**config.mk**
```make
export PLATFORM = sky130hd
export DESIGN_NAME = flash_bus_ctrl
export DESIGN_NICKNAME = d
export VERILOG_FILES = /design/src/rtl/flash_bus_pkg.sv /design/src/rtl/fb_sync.sv /design/src/rtl/fb_write_capture.sv /design/src/rtl/fb_power.sv /design/src/rtl/flash_bus_ctrl.sv
export SDC_FILE = /design/constraint.sdc
export NUM_CORES = 1
export LEC_CHECK = 0
export BUFFER_PORTS_ARGS = -buffer_cell sky130_fd_sc_hd__buf_2
export CAP_MARGIN = 20
export CORE_MARGIN = 4
export CORE_UTILIZATION = 50
export CTS_BUF_LIST = sky130_fd_sc_hd__clkbuf_8 sky130_fd_sc_hd__clkbuf_16
export DETAILED_ROUTE_END_ITERATION = 7
export MAX_ROUTING_LAYER = met4
export PLACE_DENSITY = 0.78
export SLEW_MARGIN = 15
export SYNTH_ARGS = -nofsm -noshare
export SYNTH_HDL_FRONTEND = slang
export SYNTH_SLANG_ARGS = --single-unit
```
**constraint.sdc**
```tcl
create_clock -name clk -period 2.65 [get_ports clk]
set_input_delay 0.53 -clock clk [delete_from_list [all_inputs] [get_ports clk]]
set_output_delay 0.53 -clock clk [all_outputs]
set_load 0.05 [all_outputs]
```
**src/rtl/flash_bus_pkg.sv**
```systemverilog
package flash_bus_pkg;

  typedef enum logic [2:0] {
    KIND_RESET  = 3'd0,
    KIND_STBY   = 3'd1,
    KIND_OUTDIS = 3'd2,
    KIND_READ   = 3'd3,
    KIND_WRITE  = 3'd4
  } cyc_kind_t;

  typedef enum logic [1:0] {
    PWR_ACTIVE = 2'b00,
    PWR_APS    = 2'b01,
    PWR_STBY   = 2'b10,
    PWR_RESET  = 2'b11
  } pwr_t;

  // Sort one sampled bus state into a cycle kind (all strobes active low).
  function automatic cyc_kind_t classify(input logic hw_n, input logic sel,
                                         input logic rd, input logic wr);
    cyc_kind_t k;
    if (!hw_n)                k = KIND_RESET;
    else if (sel)             k = KIND_STBY;
    else if (wr && !rd)       k = KIND_READ;
    else if (!wr && rd)       k = KIND_WRITE;
    else                      k = KIND_OUTDIS;
    return k;
  endfunction

  // Next quiet-count value: restart on activity, saturate at the limit.
  function automatic int unsigned quiet_next(input int unsigned cnt,
                                             input logic restart,
                                             input int unsigned limit);
    if (restart)           return 0;
    else if (cnt >= limit) return limit;
    else                   return cnt + 1;
  endfunction

endpackage

```
**src/rtl/fb_sync.sv**
```systemverilog
module fb_sync #(
  parameter int W = 1,
  parameter int STAGES = 2,
  parameter logic [W-1:0] INIT = '0
) (
  input  logic         clk,
  input  logic         rst_n,
  input  logic [W-1:0] d,
  output logic [W-1:0] q
);
  logic [W-1:0] chain [STAGES];

  always_ff @(posedge clk or negedge rst_n) begin
    if (!rst_n) chain[0] <= INIT;
    else        chain[0] <= d;
  end

  for (genvar s = 1; s < STAGES; s++) begin : g_stage
    always_ff @(posedge clk or negedge rst_n) begin
      if (!rst_n) chain[s] <= INIT;
      else        chain[s] <= chain[s-1];
    end
  end

  assign q = chain[STAGES-1];
endmodule

```
**src/rtl/fb_write_capture.sv**
```systemverilog
module fb_write_capture
  import flash_bus_pkg::*;
#(
  parameter int AW = 22,
  parameter int DW = 16
) (
  input  logic          clk,
  input  logic          rst_n,
  input  cyc_kind_t     kind,
  input  logic          sel_s,
  input  logic          wr_s,
  input  logic          hw_s,
  input  logic [AW-1:0] addr_s,
  input  logic [DW-1:0] data_s,
  output logic          wr_pulse,
  output logic [AW-1:0] wr_addr,
  output logic [DW-1:0] wr_data
);
  logic wr_open_q;      // previous sample was inside a write cycle
  logic close_edge;     // first strobe rise that ends the open write

  always_ff @(posedge clk or negedge rst_n) begin
    if (!rst_n) begin
      wr_open_q <= 1'b0;
      wr_addr   <= '0;
      wr_data   <= '0;
    end else begin
      wr_open_q <= (kind == KIND_WRITE);
      if (kind == KIND_WRITE) begin
        wr_addr <= addr_s;
        wr_data <= data_s;
      end
    end
  end

  assign close_edge = wr_open_q && (wr_s || sel_s);
  assign wr_pulse   = close_edge && hw_s;

  // one pulse per cycle, never two in a row
  a_r4_single_pulse: assert property (@(posedge clk) disable iff (!rst_n)
    wr_pulse |=> !wr_pulse);
  // reset sampled low blocks the pulse
  a_r7_no_pulse_in_reset: assert property (@(posedge clk) disable iff (!rst_n)
    !hw_s |-> !wr_pulse);
  // captured address is stable on the pulse
  a_r6_addr_held: assert property (@(posedge clk) disable iff (!rst_n)
    wr_pulse |=> $stable(wr_addr));
endmodule

```
**src/rtl/fb_power.sv**
```systemverilog
module fb_power
  import flash_bus_pkg::*;
#(
  parameter int AW = 22,
  parameter int QUIET_CYC = 8,
  localparam int CW = $clog2(QUIET_CYC + 1)
) (
  input  logic          clk,
  input  logic          rst_n,
  input  cyc_kind_t     kind,
  input  logic [AW-1:0] addr_s,
  input  logic          pe_busy,
  output pwr_t          pwr
);
  logic [AW-1:0] addr_prev;
  cyc_kind_t     kind_prev;
  logic [CW-1:0] cnt;
  logic          read_seen;
  logic          addr_moved;   // address changed since last sample
  logic          read_start;   // first sample of a read cycle
  logic          wake;         // activity that forces active
  logic          quiet_done;   // quiet window elapsed after a read

  assign addr_moved = (addr_s != addr_prev);
  assign read_start = (kind == KIND_READ) && (kind_prev != KIND_READ);
  assign wake       = addr_moved || read_start || (pwr == PWR_STBY) || (pwr == PWR_RESET);
  assign quiet_done = (int'(cnt) == QUIET_CYC - 1);

  always_ff @(posedge clk or negedge rst_n) begin
    if (!rst_n) begin
      addr_prev <= '0;
      kind_prev <= KIND_RESET;
      cnt       <= '0;
      read_seen <= 1'b0;
      pwr       <= PWR_RESET;
    end else begin
      addr_prev <= addr_s;
      kind_prev <= kind;
      case (kind)
        KIND_RESET: begin
          pwr <= PWR_RESET; cnt <= '0; read_seen <= 1'b0;
        end
        KIND_STBY: begin
          pwr <= pe_busy ? PWR_ACTIVE : PWR_STBY; cnt <= '0; read_seen <= 1'b0;
        end
        KIND_WRITE: begin
          pwr <= PWR_ACTIVE; cnt <= '0; read_seen <= 1'b0;
        end
        default: begin
          if (kind == KIND_READ) read_seen <= 1'b1;
          if (wake) begin
            pwr <= PWR_ACTIVE;
            cnt <= '0;
          end else if (pwr == PWR_ACTIVE && (read_seen || kind == KIND_READ)) begin
            if (quiet_done) pwr <= PWR_APS;
            cnt <= CW'(quiet_next(int'(cnt), 1'b0, QUIET_CYC));
          end
        end
      endcase
    end
  end

  // deselect while busy keeps active
  a_r10_busy_active: assert property (@(posedge clk) disable iff (!rst_n)
    (kind == KIND_STBY && pe_busy) |=> pwr == PWR_ACTIVE);
  // savings is only entered from active
  a_r8_aps_from_active: assert property (@(posedge clk) disable iff (!rst_n)
    $rose(pwr == PWR_APS) |-> $past(pwr) == PWR_ACTIVE);
  // address movement wakes the block
  a_r9_addr_wakes: assert property (@(posedge clk) disable iff (!rst_n)
    (addr_moved && (kind == KIND_READ || kind == KIND_OUTDIS)) |=> pwr == PWR_ACTIVE);
  // reset kind forces reset power state
  a_r11_reset_pwr: assert property (@(posedge clk) disable iff (!rst_n)
    (kind == KIND_RESET) |=> pwr == PWR_RESET);
endmodule

```
**src/rtl/flash_bus_ctrl.sv**
```systemverilog
module flash_bus_ctrl
  import flash_bus_pkg::*;
#(
  parameter int AW = 22,
  parameter int DW = 16,
  parameter int QUIET_CYC = 8,
  parameter int SYNC_STAGES = 2
) (
  input  logic          clk,
  input  logic          sys_rst_n,
  input  logic          sel_n,
  input  logic          rd_n,
  input  logic          wr_n,
  input  logic          hw_reset_n,
  input  logic [AW-1:0] addr_in,
  input  logic [DW-1:0] data_in,
  input  logic          pe_busy,
  input  logic          status_sel,
  output logic [2:0]    cyc_kind,
  output logic          dq_oe,
  output logic          wait_oe,
  output logic          wr_pulse,
  output logic [AW-1:0] wr_addr,
  output logic [DW-1:0] wr_data,
  output logic [1:0]    pwr_state
  ,output logic         read_array
);
  localparam int BW = 4 + AW + DW;

  logic [BW-1:0] bus_raw, bus_s;
  logic          sel_s, rd_s, wr_s, hw_s;
  logic [AW-1:0] addr_s;
  logic [DW-1:0] data_s;
  cyc_kind_t     kind;
  pwr_t          pwr;

  assign bus_raw = {hw_reset_n, sel_n, rd_n, wr_n, addr_in, data_in};

  fb_sync #(.W(BW), .STAGES(SYNC_STAGES), .INIT({4'b1111, {(AW+DW){1'b0}}})) u_sync (
    .clk(clk), .rst_n(sys_rst_n), .d(bus_raw), .q(bus_s));

  assign {hw_s, sel_s, rd_s, wr_s, addr_s, data_s} = bus_s;

  assign kind     = classify(hw_s, sel_s, rd_s, wr_s);
  assign cyc_kind = kind;
  assign dq_oe    = (kind == KIND_READ);
  assign wait_oe  = dq_oe;

  fb_write_capture #(.AW(AW), .DW(DW)) u_wcap (
    .clk(clk), .rst_n(sys_rst_n), .kind(kind), .sel_s(sel_s), .wr_s(wr_s),
    .hw_s(hw_s), .addr_s(addr_s), .data_s(data_s),
    .wr_pulse(wr_pulse), .wr_addr(wr_addr), .wr_data(wr_data));

  fb_power #(.AW(AW), .QUIET_CYC(QUIET_CYC)) u_pwr (
    .clk(clk), .rst_n(sys_rst_n), .kind(kind), .addr_s(addr_s),
    .pe_busy(pe_busy), .pwr(pwr));

  assign pwr_state = pwr;

  always_ff @(posedge clk or negedge sys_rst_n) begin
    if (!sys_rst_n)       read_array <= 1'b1;
    else if (!hw_s)       read_array <= 1'b1;
    else if (status_sel)  read_array <= 1'b0;
  end

  // output drivers off whenever output enable is sampled high
  a_r2_oe_off: assert property (@(posedge clk) disable iff (!sys_rst_n)
    rd_s |-> (!dq_oe && !wait_oe));
  // deselected means no drive
  a_r3_stby_hiz: assert property (@(posedge clk) disable iff (!sys_rst_n)
    sel_s |-> !dq_oe);
  // reset returns reads to array data
  a_r11_array_mode: assert property (@(posedge clk) disable iff (!sys_rst_n)
    !hw_s |=> read_array);
endmodule

```
# Yosys cells after proc, flatten, opt, wreduce, memory -nomap -nowiden
# Cells that the tools add are included.
[word_totals]
output_inout_bits = 47
reg_bits = 156
in_bits = 46
[op_classes]
eq_ne = 9
muxes = 17
reduce_logical = 21
n_addsub = 1
order_cmp = 1
[op_table]
columns = ["operator", "count"]
rows = [
  ["inequality test 22 bit", 1],
  ["two-way mux 4 bit", 4],
  ["two-way mux 3 bit", 4],
  ["nonzero test 5 bit", 2],
  ["two-way mux 2 bit", 4],
  ["logical AND 1 bit", 6],
  ["one-hot mux 2 bit (3 select lines)", 1],
  ["logical OR 1 bit", 5],
  ["adder 4 x 1 -> 4 bit, second input constant", 1],
  ["equality test 2 bit, second input constant", 2],
  ["equality test 4 bit, second input constant", 1],
  [">= comparator 4 bit, second input constant", 1],
  ["two-way mux 1 bit", 4],
  ["equality test 3 x 1 -> 1 bit, second input constant", 1],
  ["equality test 3 x 2 -> 1 bit, second input constant", 1],
  ["equality test 3 bit, second input constant", 1],
  ["zero test 3 bit", 1],
  ["inequality test 3 x 2 -> 1 bit, second input constant", 1],
  ["nonzero test 3 bit", 1],
  ["OR reduction 3 bit", 1],
  ["zero test 1 bit", 2],
  ["zero test 2 bit", 1],
  ["inequality test 2 bit, second input constant", 1],
  ["AND reduction 2 bit", 1],
  ["nonzero test 2 bit", 1],
]

# Depth between registers and ports, before layout
# Gate-level depths: netlist of the first run.
[depth]
ltp_word = 13
ltp_mapped = 6
depth_no_buf = 5

# By module
# From an unflattened synthesis of the first run, not the netlist that was laid out.
[hier_totals]
cells_unflattened = 313
hier_area_um2 = 5246.3
[by_module_without_submodules]
columns = ["mod", "area_per_inst_um2", "instances", "cells_each", "seq_area_each_um2"]
rows = [
  ["fb_sync", 2427.3, 1, 126, 2112.0],
  ["fb_write_capture", 1463.9, 1, 83, 975.9],
  ["fb_power", 1258.7, 1, 93, 803.3],
  ["flash_bus_ctrl", 96.3, 1, 11, 26.3],
]

# Worst setup path after synthesis of the first run
# OpenSTA, ideal clock, no wires.
[synth_timing]
path_kind = "reg2reg"
from = "register u_sync.chain, in the netlist u_sync.q[41]"
to = "register u_pwr.pwr[0]"
synth_period_minus_slack_ps = 2519
path_stages_with_launch = 7
required_time_ps = 2575
slack_ps = 131
setup_ps = 75
t_arrival_ps = 2444
cell_sequence = "dfstp_2 > nand2b_1 > a21oi_1 > nand4_1 > or4_1 > clkbuf_1 > mux2i_1"
[synth_between]
elab_chain_len = 8
[synth_lines]
columns = ["element", "line_no", "rtl"]
rows = [
  ["start, declared", "fb_sync.sv:11", "logic [W-1:0] chain [STAGES];"],
  ["start signal, assigned by index", "fb_sync.sv:21", "else chain[s] <= chain[s-1];"],
  ["two-way mux 3 bit *", "flash_bus_pkg.sv:22", "if (!hw_n) k = KIND_RESET;"],
  ["via cyc_kind[1]", "flash_bus_ctrl.sv:19", "output logic [2:0] cyc_kind,"],
  ["equality test 3 x 2 -> 1 bit", "fb_power.sv:25, fb_power.sv:54", ""],
  ["logical AND 1 bit", "fb_power.sv:25", "assign read_start = (kind == KIND_READ) && (kind_prev != KIND_READ);"],
  ["logical OR 1 bit (3 in series)", "fb_power.sv:26", "assign wake = addr_moved || read_start || (pwr == PWR_STBY) || (pwr == PWR_RESET);"],
  ["two-way mux 2 bit / nonzero test 5 bit (equally long branches)", "--", ""],
  ["one-hot mux 2 bit (3 select lines) / AND reduction 2 bit (equally long branches)", "--", ""],
  ["end signal, assigned", "fb_power.sv:41", "pwr <= PWR_RESET; cnt <= '0; read_seen <= 1'b0;"],
  ["end signal, assigned", "fb_power.sv:52", "pwr <= PWR_ACTIVE;"],
  ["end signal, assigned", "fb_power.sv:55", "if (quiet_done) pwr <= PWR_APS;"],
  ["end, declared", "fb_power.sv:13", "output pwr_t pwr"],
]
# The timed path passes the listed nets; every way through them passes the cells marked *.
# A chain may end at the register's enable or synchronous reset.

# Worst setup path after layout of the first run
[layout_timing]
from = "register u_sync.chain, in the netlist u_sync.q[41]"
to = "output cyc_kind[2]"
[layout_between]
elab_chain_len = 1
[layout_lines]
columns = ["element", "line_no"]
rows = [
  ["two-way mux 3 bit", "flash_bus_pkg.sv:22"],
  ["end, declared", "flash_bus_ctrl.sv:19"],
]
# No other way between the ends.

==> metrics.md, run 1 <==
| Metric | Value |
|---|---|
| Min-delay worst type | `primary input to flop` |
| Die ar. | `11,400 um2` |
| Layout cell share with drive strength beyond 1 | `46.2%` |
| Starting Density | `51.9%` |
| Clock-pin slew on the worst setup and hold paths | `0.06 ns` |
| Diodes inserted | `0` |
| Syn Inst Count | `270` |
| Async SR Flop Fraction | `100%` |
| Vias | `2,485` |
| Min cycle time layout | `2.33 ns` |
| Clk_lat worst skew | `0.51 ns` |
| Setup tns final | `0 ns` |
| CTS sink cnt | `156` |
| Die width | `107 um` |
| Arr. time, crit path | `1.80 ns` |
| Row count | `35` |
| GR Overflow Total | `0` |
| First drt pass iteration count | `4` |
| Outcome | `completed` |
| Leak Pwr | `2.83 nW` |
| Final Setup Violations | `0` |
| CP Max Fanout | `7` |
| ANT nets after route | `0` |
| Startpoint Class | `flop` |
| Min-Delay Path Depth | `1` |
| Power after layout | `0.00592 W` |
| Buffers added on ports | `92` |
| Area leader, netlist | `dfrtp_1` |
| WL final | `8110 um` |
| Seq cells post-synth | `156` |
| Post-CTS Setup Inserts | `0` |
| Drt drc | `0` |
| Post-layout util | `65.1%` |
| Antenna violations before repair | `0` |
| Post-Syn Nets | `318` |
| P per Cell Area | `970 nW/um2` |
| Final Net Count | `428` |
| CP max stage cell | `dfstp_2` |
| Post-synth top area share | `74.6%` |
| RSZ-0062 raised after global routing | `no` |
| Worst Max-Slew Pin Slew | `0.556 ns` |
| R2R setup slack | `0.62 ns` |
| Clk buf depth | `2` |
| DRT iter0 DRCs | `80` |
| DP HPWL | `5500 um` |
| Clock root cell | `clkbuf_8` |
| Worst VDD drop | `0.593 mV` |
| Total CTS buffers | `17` |
| Fin. Hold Viols | `0` |
| Worst r2r dst | `u_pwr.cnt[2]` |
| Number of synthesized flops with an enable pin | `0` |
| FF-to-FF path depth | `5` |
| Crit path largest cell delay | `0.58 ns` |
| Synth warn | `0` |
| Core footprint | `9370 um2` |
| I/O pin cnt | `93` |
| H-tree depth | `4` |
| Hold EP | `u_sync.chain[80]` |
| Crit path cell chain | `nand2b_1, nor3b_1, buf_2` |
| Worst min-delay path startpoint | `wr_n` |
| Gpl congestion | `0.713` |
| Data required time of the worst path | `2.12 ns` |
| Reg2Reg Launch Point | `u_sync.q[41]` |
| Normalized max-slew margin | `62.9%` |
| Crit path launch | `u_sync.q[41]` |
| Register area share after synthesis | `80.5%` |
| Ranking of synthesized cells by area | `dfrtp_1, mux2_2, dfstp_2` |
| Via density | `4.77` |
| First-pass GRT wire length | `13,500 um` |
| Top_reg_cell synth | `dfrtp_1` |
| Largest net degree at the start of global routing | `63` |
| Layout Skew | `0.00766 ns` |
| Commonest non-fill, non-tap cells in the layout | `dfrtp_1, buf_2, mux2_2` |
| Worst Setup End Kind | `output pin` |
| Routed wire per std cell | `15.6 um` |
| Average size of a mapped cell | `18.0 um2` |
| CTS tree | `yes` |
| Tot GR Track Use | `16.2%` |
| P&R area growth vs syn | `25.3%` |
| Fmax | `429 MHz` |
| Die Height | `107 um` |
| Vias in the first global route | `2,820` |
| Mapped Area | `4870 um2` |
| Max-cap viol count | `0` |
| FILL cells | `693` |
| Critical Setup Path Class | `flop to output pin` |
| Final period util | `87.9%` |
| Final Slew Violations | `0` |
| Most common cell after layout, fill and taps aside | `dfrtp_1` |
| Yosys cell types | `30` |
[synth_stat cells (3+ instances only)]
| cell type | count |
|---|---|
| clkbuf_1 | 3 |
| inv_1 | 6 |
| o21ai_0 | 4 |
| xor2_1 | 11 |
| a21oi_1 | 6 |
| dfrtp_1 | 145 |
| mux2_2 | 38 |
| dfstp_2 | 11 |
| nand4_1 | 4 |
| xnor2_1 | 11 |
| nand2_1 | 4 |
| nor2_1 | 3 |
| nor4_1 | 3 |
[state kept, by name, summed over array words and instances, names as in the netlist]
signal / flops
read_array: 1
u_pwr.addr_prev: 22
u_pwr.kind_prev: 3
u_sync.q: 42
u_wcap.wr_addr: 22
u_pwr.pwr: 2
u_sync.chain: 42
u_wcap.wr_data: 16
u_pwr.read_seen: 1
u_wcap.wr_open_q: 1
u_pwr.cnt: 4
[final cells by class]
cell class | count | area (um2) | share of cell area, %
repair buffers | 97 | 519 | 8.51
multi-input cells | 102 | 903 | 14.8
clock inverters | 14 | 163 | 2.67
clock buffers | 17 | 414 | 6.79
well taps | 129 | 161 | 2.65
flip-flops and latches | 156 | 3920 | 64.2
inverters | 6 | 22.5 | 0.369
[worst max-delay path: cells and delay by family, from the launching register on]
family | cells | cell delay [ns]
buffers and inverters | 1 | 0.33
AND/OR/NAND/NOR | 2 | 0.38
flip-flops | 1 | 0.58
[power by group]
group,switching [W],internal [W]
Sequential,0.000104,0.00260
Clock,0.000956,0.00136
Combinational,0.000652,0.000241
[stage by stage]
step	instance area (um2)	hold slack, ns	setup WS, ns	cells
after detailed placement	5510	0.335	0.691	489
final	6100	0.116	0.320	521
after CTS	6100	0.0997	0.307	521
after global placement	5510	0.332	0.751	489
after floorplan	4870	0.234	0.131	270
after global routing	6100	0.0899	0.205	521
[cell families (layout without fill, tap and decap cells)]
group,count (synthesis),after routing,share of synthesized area (%)
muxes,39,39,9.00
DFF,156,156,80.5
and+or+nand+nor,27,27,3.62
xor gates and xnor gates,22,22,3.96
AOI/OAI and AO/OA,12,12,1.36
adders and majority gates,2,2,0.514
buffers and inverters,12,134,1.05
[routing by layer]
metal / share of wire [%] / vias up / track usage (%)
met5: 0 / - / -
met4: 2.3 / 0 / 6.48
met3: 6.1 / 18 / 5.48
met2: 53 / 70 / 26.4
met1: 39 / 1268 / 18.5
li1: - / 1129 / -
[how the worst max path moves through the flow]
stage	endpoint	cells after the start	slack (ns)
floorplan	u_pwr.pwr[0]	6	0.13
global placement	u_pwr.cnt[2]	5	0.75
detailed placement	u_pwr.cnt[2]	5	0.69
CTS	cyc_kind[1]	3	0.31
global route	cyc_kind[2]	3	0.20
finish	cyc_kind[2]	3	0.32
[what timing repair did]
item,CTS,global route
resized for setup,0,0
hold buffers,1,0
hold endpoints to repair,2,0
Note: power is estimated with default switching activity, not from simulation.
==> run 2: changes to the inputs <==
ABC_AREA = 1   (was default)
==> metrics.md, run 2 <==
| Metric | Value |
|---|---|
| Outcome | `completed` |
| Worst Max-Slew Pin Slew | `0.524 ns` |
| Post-CTS Setup Inserts | `0` |
| Post-synthesis mux area share | `0%` |
| Die Height | `110 um` |
| Starting Density | `52.3%` |
| Switching pwr | `0.00170 W` |
| Synth warn | `0` |
| # resized after CTS | `0` |
| Top_reg_cell synth | `dfrtp_1` |
| Gpl congestion | `0.879` |
| Final Setup Violations | `0` |
| Drt drc | `0` |
| Most frequent cell after synthesis | `dfrtp_1` |
| Arr. time, crit path | `1.97 ns` |
| XOR/XNOR Fraction of Synth Area | `1.01%` |
| Commonest non-fill, non-tap cells in the layout | `dfrtp_1, nand2_1, buf_2` |
| Tot GR Track Use | `17.6%` |
| Seq pwr share | `47.1%` |
| Layout Skew | `0.00933 ns` |
| Clock power frac | `38.6%` |
| Normalized max-slew margin | `65.1%` |
| Placed insts | `667` |
| Fin. Hold Viols | `0` |
| Startpoint Class | `flop` |
| Async SR Flop Fraction | `100%` |
| Post-Synth Simple-Gate Area | `14.6%` |
| CTS sink cnt | `156` |
| Yosys cell types | `26` |
| Layout cell share with drive strength beyond 1 | `27.2%` |
| Final period util | `94.5%` |
| Diodes inserted | `0` |
| Post-Syn Nets | `495` |
| Largest family of logic cells by synthesized area | `simple AND/OR/NAND/NOR gates` |
| Fmax | `399 MHz` |
| Mapped Area | `5200 um2` |
| Syn Inst Count | `447` |
| R2R setup slack | `0.68 ns` |
| Compound-Gate Fraction of Synth Area | `3.39%` |
| Critical Setup Path Class | `flop to output pin` |
| Number of synthesized flops with an enable pin | `0` |
| FILL cells | `752` |
| Antenna violations before repair | `0` |
| CP max stage cell | `dfstp_2` |
| Area leader, netlist | `dfrtp_1` |
| Max-cap viol count | `0` |
| First drt pass iteration count | `6` |
| Min-Delay Path Depth | `1` |
| Data required time of the worst path | `2.12 ns` |
| Buffers added on ports | `92` |
| DP HPWL | `6580 um` |
| Cell Count, Final, Fillers Out | `700` |
| GR Overflow Total | `0` |
| Routed wire per std cell | `13.5 um` |
| Top post-synthesis cells by count | `dfrtp_1, nand2_1, inv_1` |
| First-pass GRT wire length | `15,500 um` |
| WL final | `9470 um` |
| P per Cell Area | `895 nW/um2` |
| Via density | `4.61` |
| Post-synth top area share | `69.7%` |
| Register area share after synthesis | `75.3%` |
| Worst VDD drop | `0.660 mV` |
| RSZ-0062 raised after global routing | `no` |
| Setup tns final | `0 ns` |
| Clk_lat worst skew | `0.51 ns` |
| Pint | `0.00402 W` |
| Most common cell after layout, fill and taps aside | `dfrtp_1` |
| CP Max Fanout | `15` |
| Leak Pwr | `3.41 nW` |
| FF-to-FF path depth | `6` |
| Total CTS buffers | `17` |
| Ranking of synthesized cells by area | `dfrtp_1, nand2_1, dfstp_2` |
| Worst Setup End Kind | `output pin` |
| Core footprint | `9950 um2` |
| Final Net Count | `602` |
| Clk buf depth | `2` |
| I/O pin cnt | `93` |
| P&R area growth vs syn | `22.8%` |
| Clock root cell | `clkbuf_8` |
| Crit path cell chain | `inv_2, nor2_8, nand2_2, nand2_2, inv_1, buf_2` |
| Min-delay worst type | `primary input to flop` |
| Vias | `3,225` |
| Synthesized-area fraction occupied by adder cells | `0.481%` |
| Die ar. | `12,100 um2` |
| Row count | `36` |
| Hold_buf cts | `1` |
| Final Slew Violations | `0` |
| Seq cells post-synth | `156` |
| CTS tree | `yes` |
| Vias in the first global route | `3,382` |
| ANT nets after route | `0` |
| DRT iter0 DRCs | `195` |
| Crit path largest cell delay | `0.57 ns` |
| Largest net degree at the start of global routing | `60` |
| Die width | `110 um` |
| Clock-pin slew on the worst setup and hold paths | `0.07 ns` |
| Min cycle time layout | `2.50 ns` |
| Most numerous cell on the critical path | `nand2_2` |
| Combinational share of power | `14.3%` |
| H-tree depth | `4` |
| Sw frac | `29.7%` |
| Average size of a mapped cell | `11.6 um2` |
## run 2: stage by stage
step | worst slack, ns | power (W) | hold WS [ns] | util, % | cell area (um2)
global route | 0.0134 | 0.00594 | 0.0792 | 64.2 | 6390
floorplan | 0.613 | 0.00328 | 0.234 | - | 5200
global placement | 0.703 | 0.00354 | 0.331 | 58.5 | 5820
CTS | 0.110 | 0.00577 | 0.0847 | 64.2 | 6390
finish | 0.145 | 0.00572 | 0.110 | 64.2 | 6390
detailed placement | 0.675 | 0.00356 | 0.335 | 58.5 | 5820
## run 2: layout make-up
| type | instances | area, um2 | share of cell area (%) |
|---|---|---|---|
| inverters | 57 | 214 | 3.35 |
| well taps | 133 | 166 | 2.60 |
| flip-flops and latches | 156 | 3920 | 61.3 |
| repair buffers | 97 | 519 | 8.13 |
| clock buffers | 19 | 453 | 7.09 |
| clock inverters | 13 | 104 | 1.63 |
| multi-input cells | 225 | 1020 | 15.9 |
## run 2: routing by layer
layer | up-vias | GRT usage, % | share of wire [%]
li1 | 1567 | - | -
met1 | 1569 | 20.7 | 41
met2 | 77 | 28.4 | 52
met3 | 12 | 5.30 | 4.7
met4 | 0 | 7.48 | 1.4
met5 | - | - | 0
## run 2: worst paths after layout
kind	startpoint	to
max in group asynchronous	sys_rst_n	u_wcap.wr_data[5]
min	sel_n	u_sync.chain[82]
max	u_sync.q[41]	cyc_kind[1]
max reg2reg	u_sync.q[40]	u_wcap.wr_addr[14]
min reg2reg	u_sync.chain[71]	u_sync.q[29]
min in group asynchronous	sys_rst_n	u_sync.q[19]
## run 2: cell families (layout without fill, tap and decap cells)
logic type      Yosys count  count (layout)
simple gates            187             187
flops                   156             156
xor+xnor                  6               6
compound gates           30              30
buf+inv                  66             186
fa+ha+maj                 2               2
## run 2: power groups by stage
stage               Sequential [W]  Combinational, W  Clock, W
floorplan                  0.00311          0.000173         0
global placement           0.00273          0.000810         0
detailed placement         0.00273          0.000828         0
CTS                        0.00269          0.000833   0.00225
global route               0.00271          0.000881   0.00235
finish                     0.00269          0.000819   0.00221
## run 2: critical path, delay by kind of cell (launching register included)
| family | cells | cell delay [ns] |
|---|---|---|
| buffers and inverters | 3 | 0.38 |
| flip-flops | 1 | 0.57 |
| AND/OR/NAND/NOR | 3 | 0.52 |
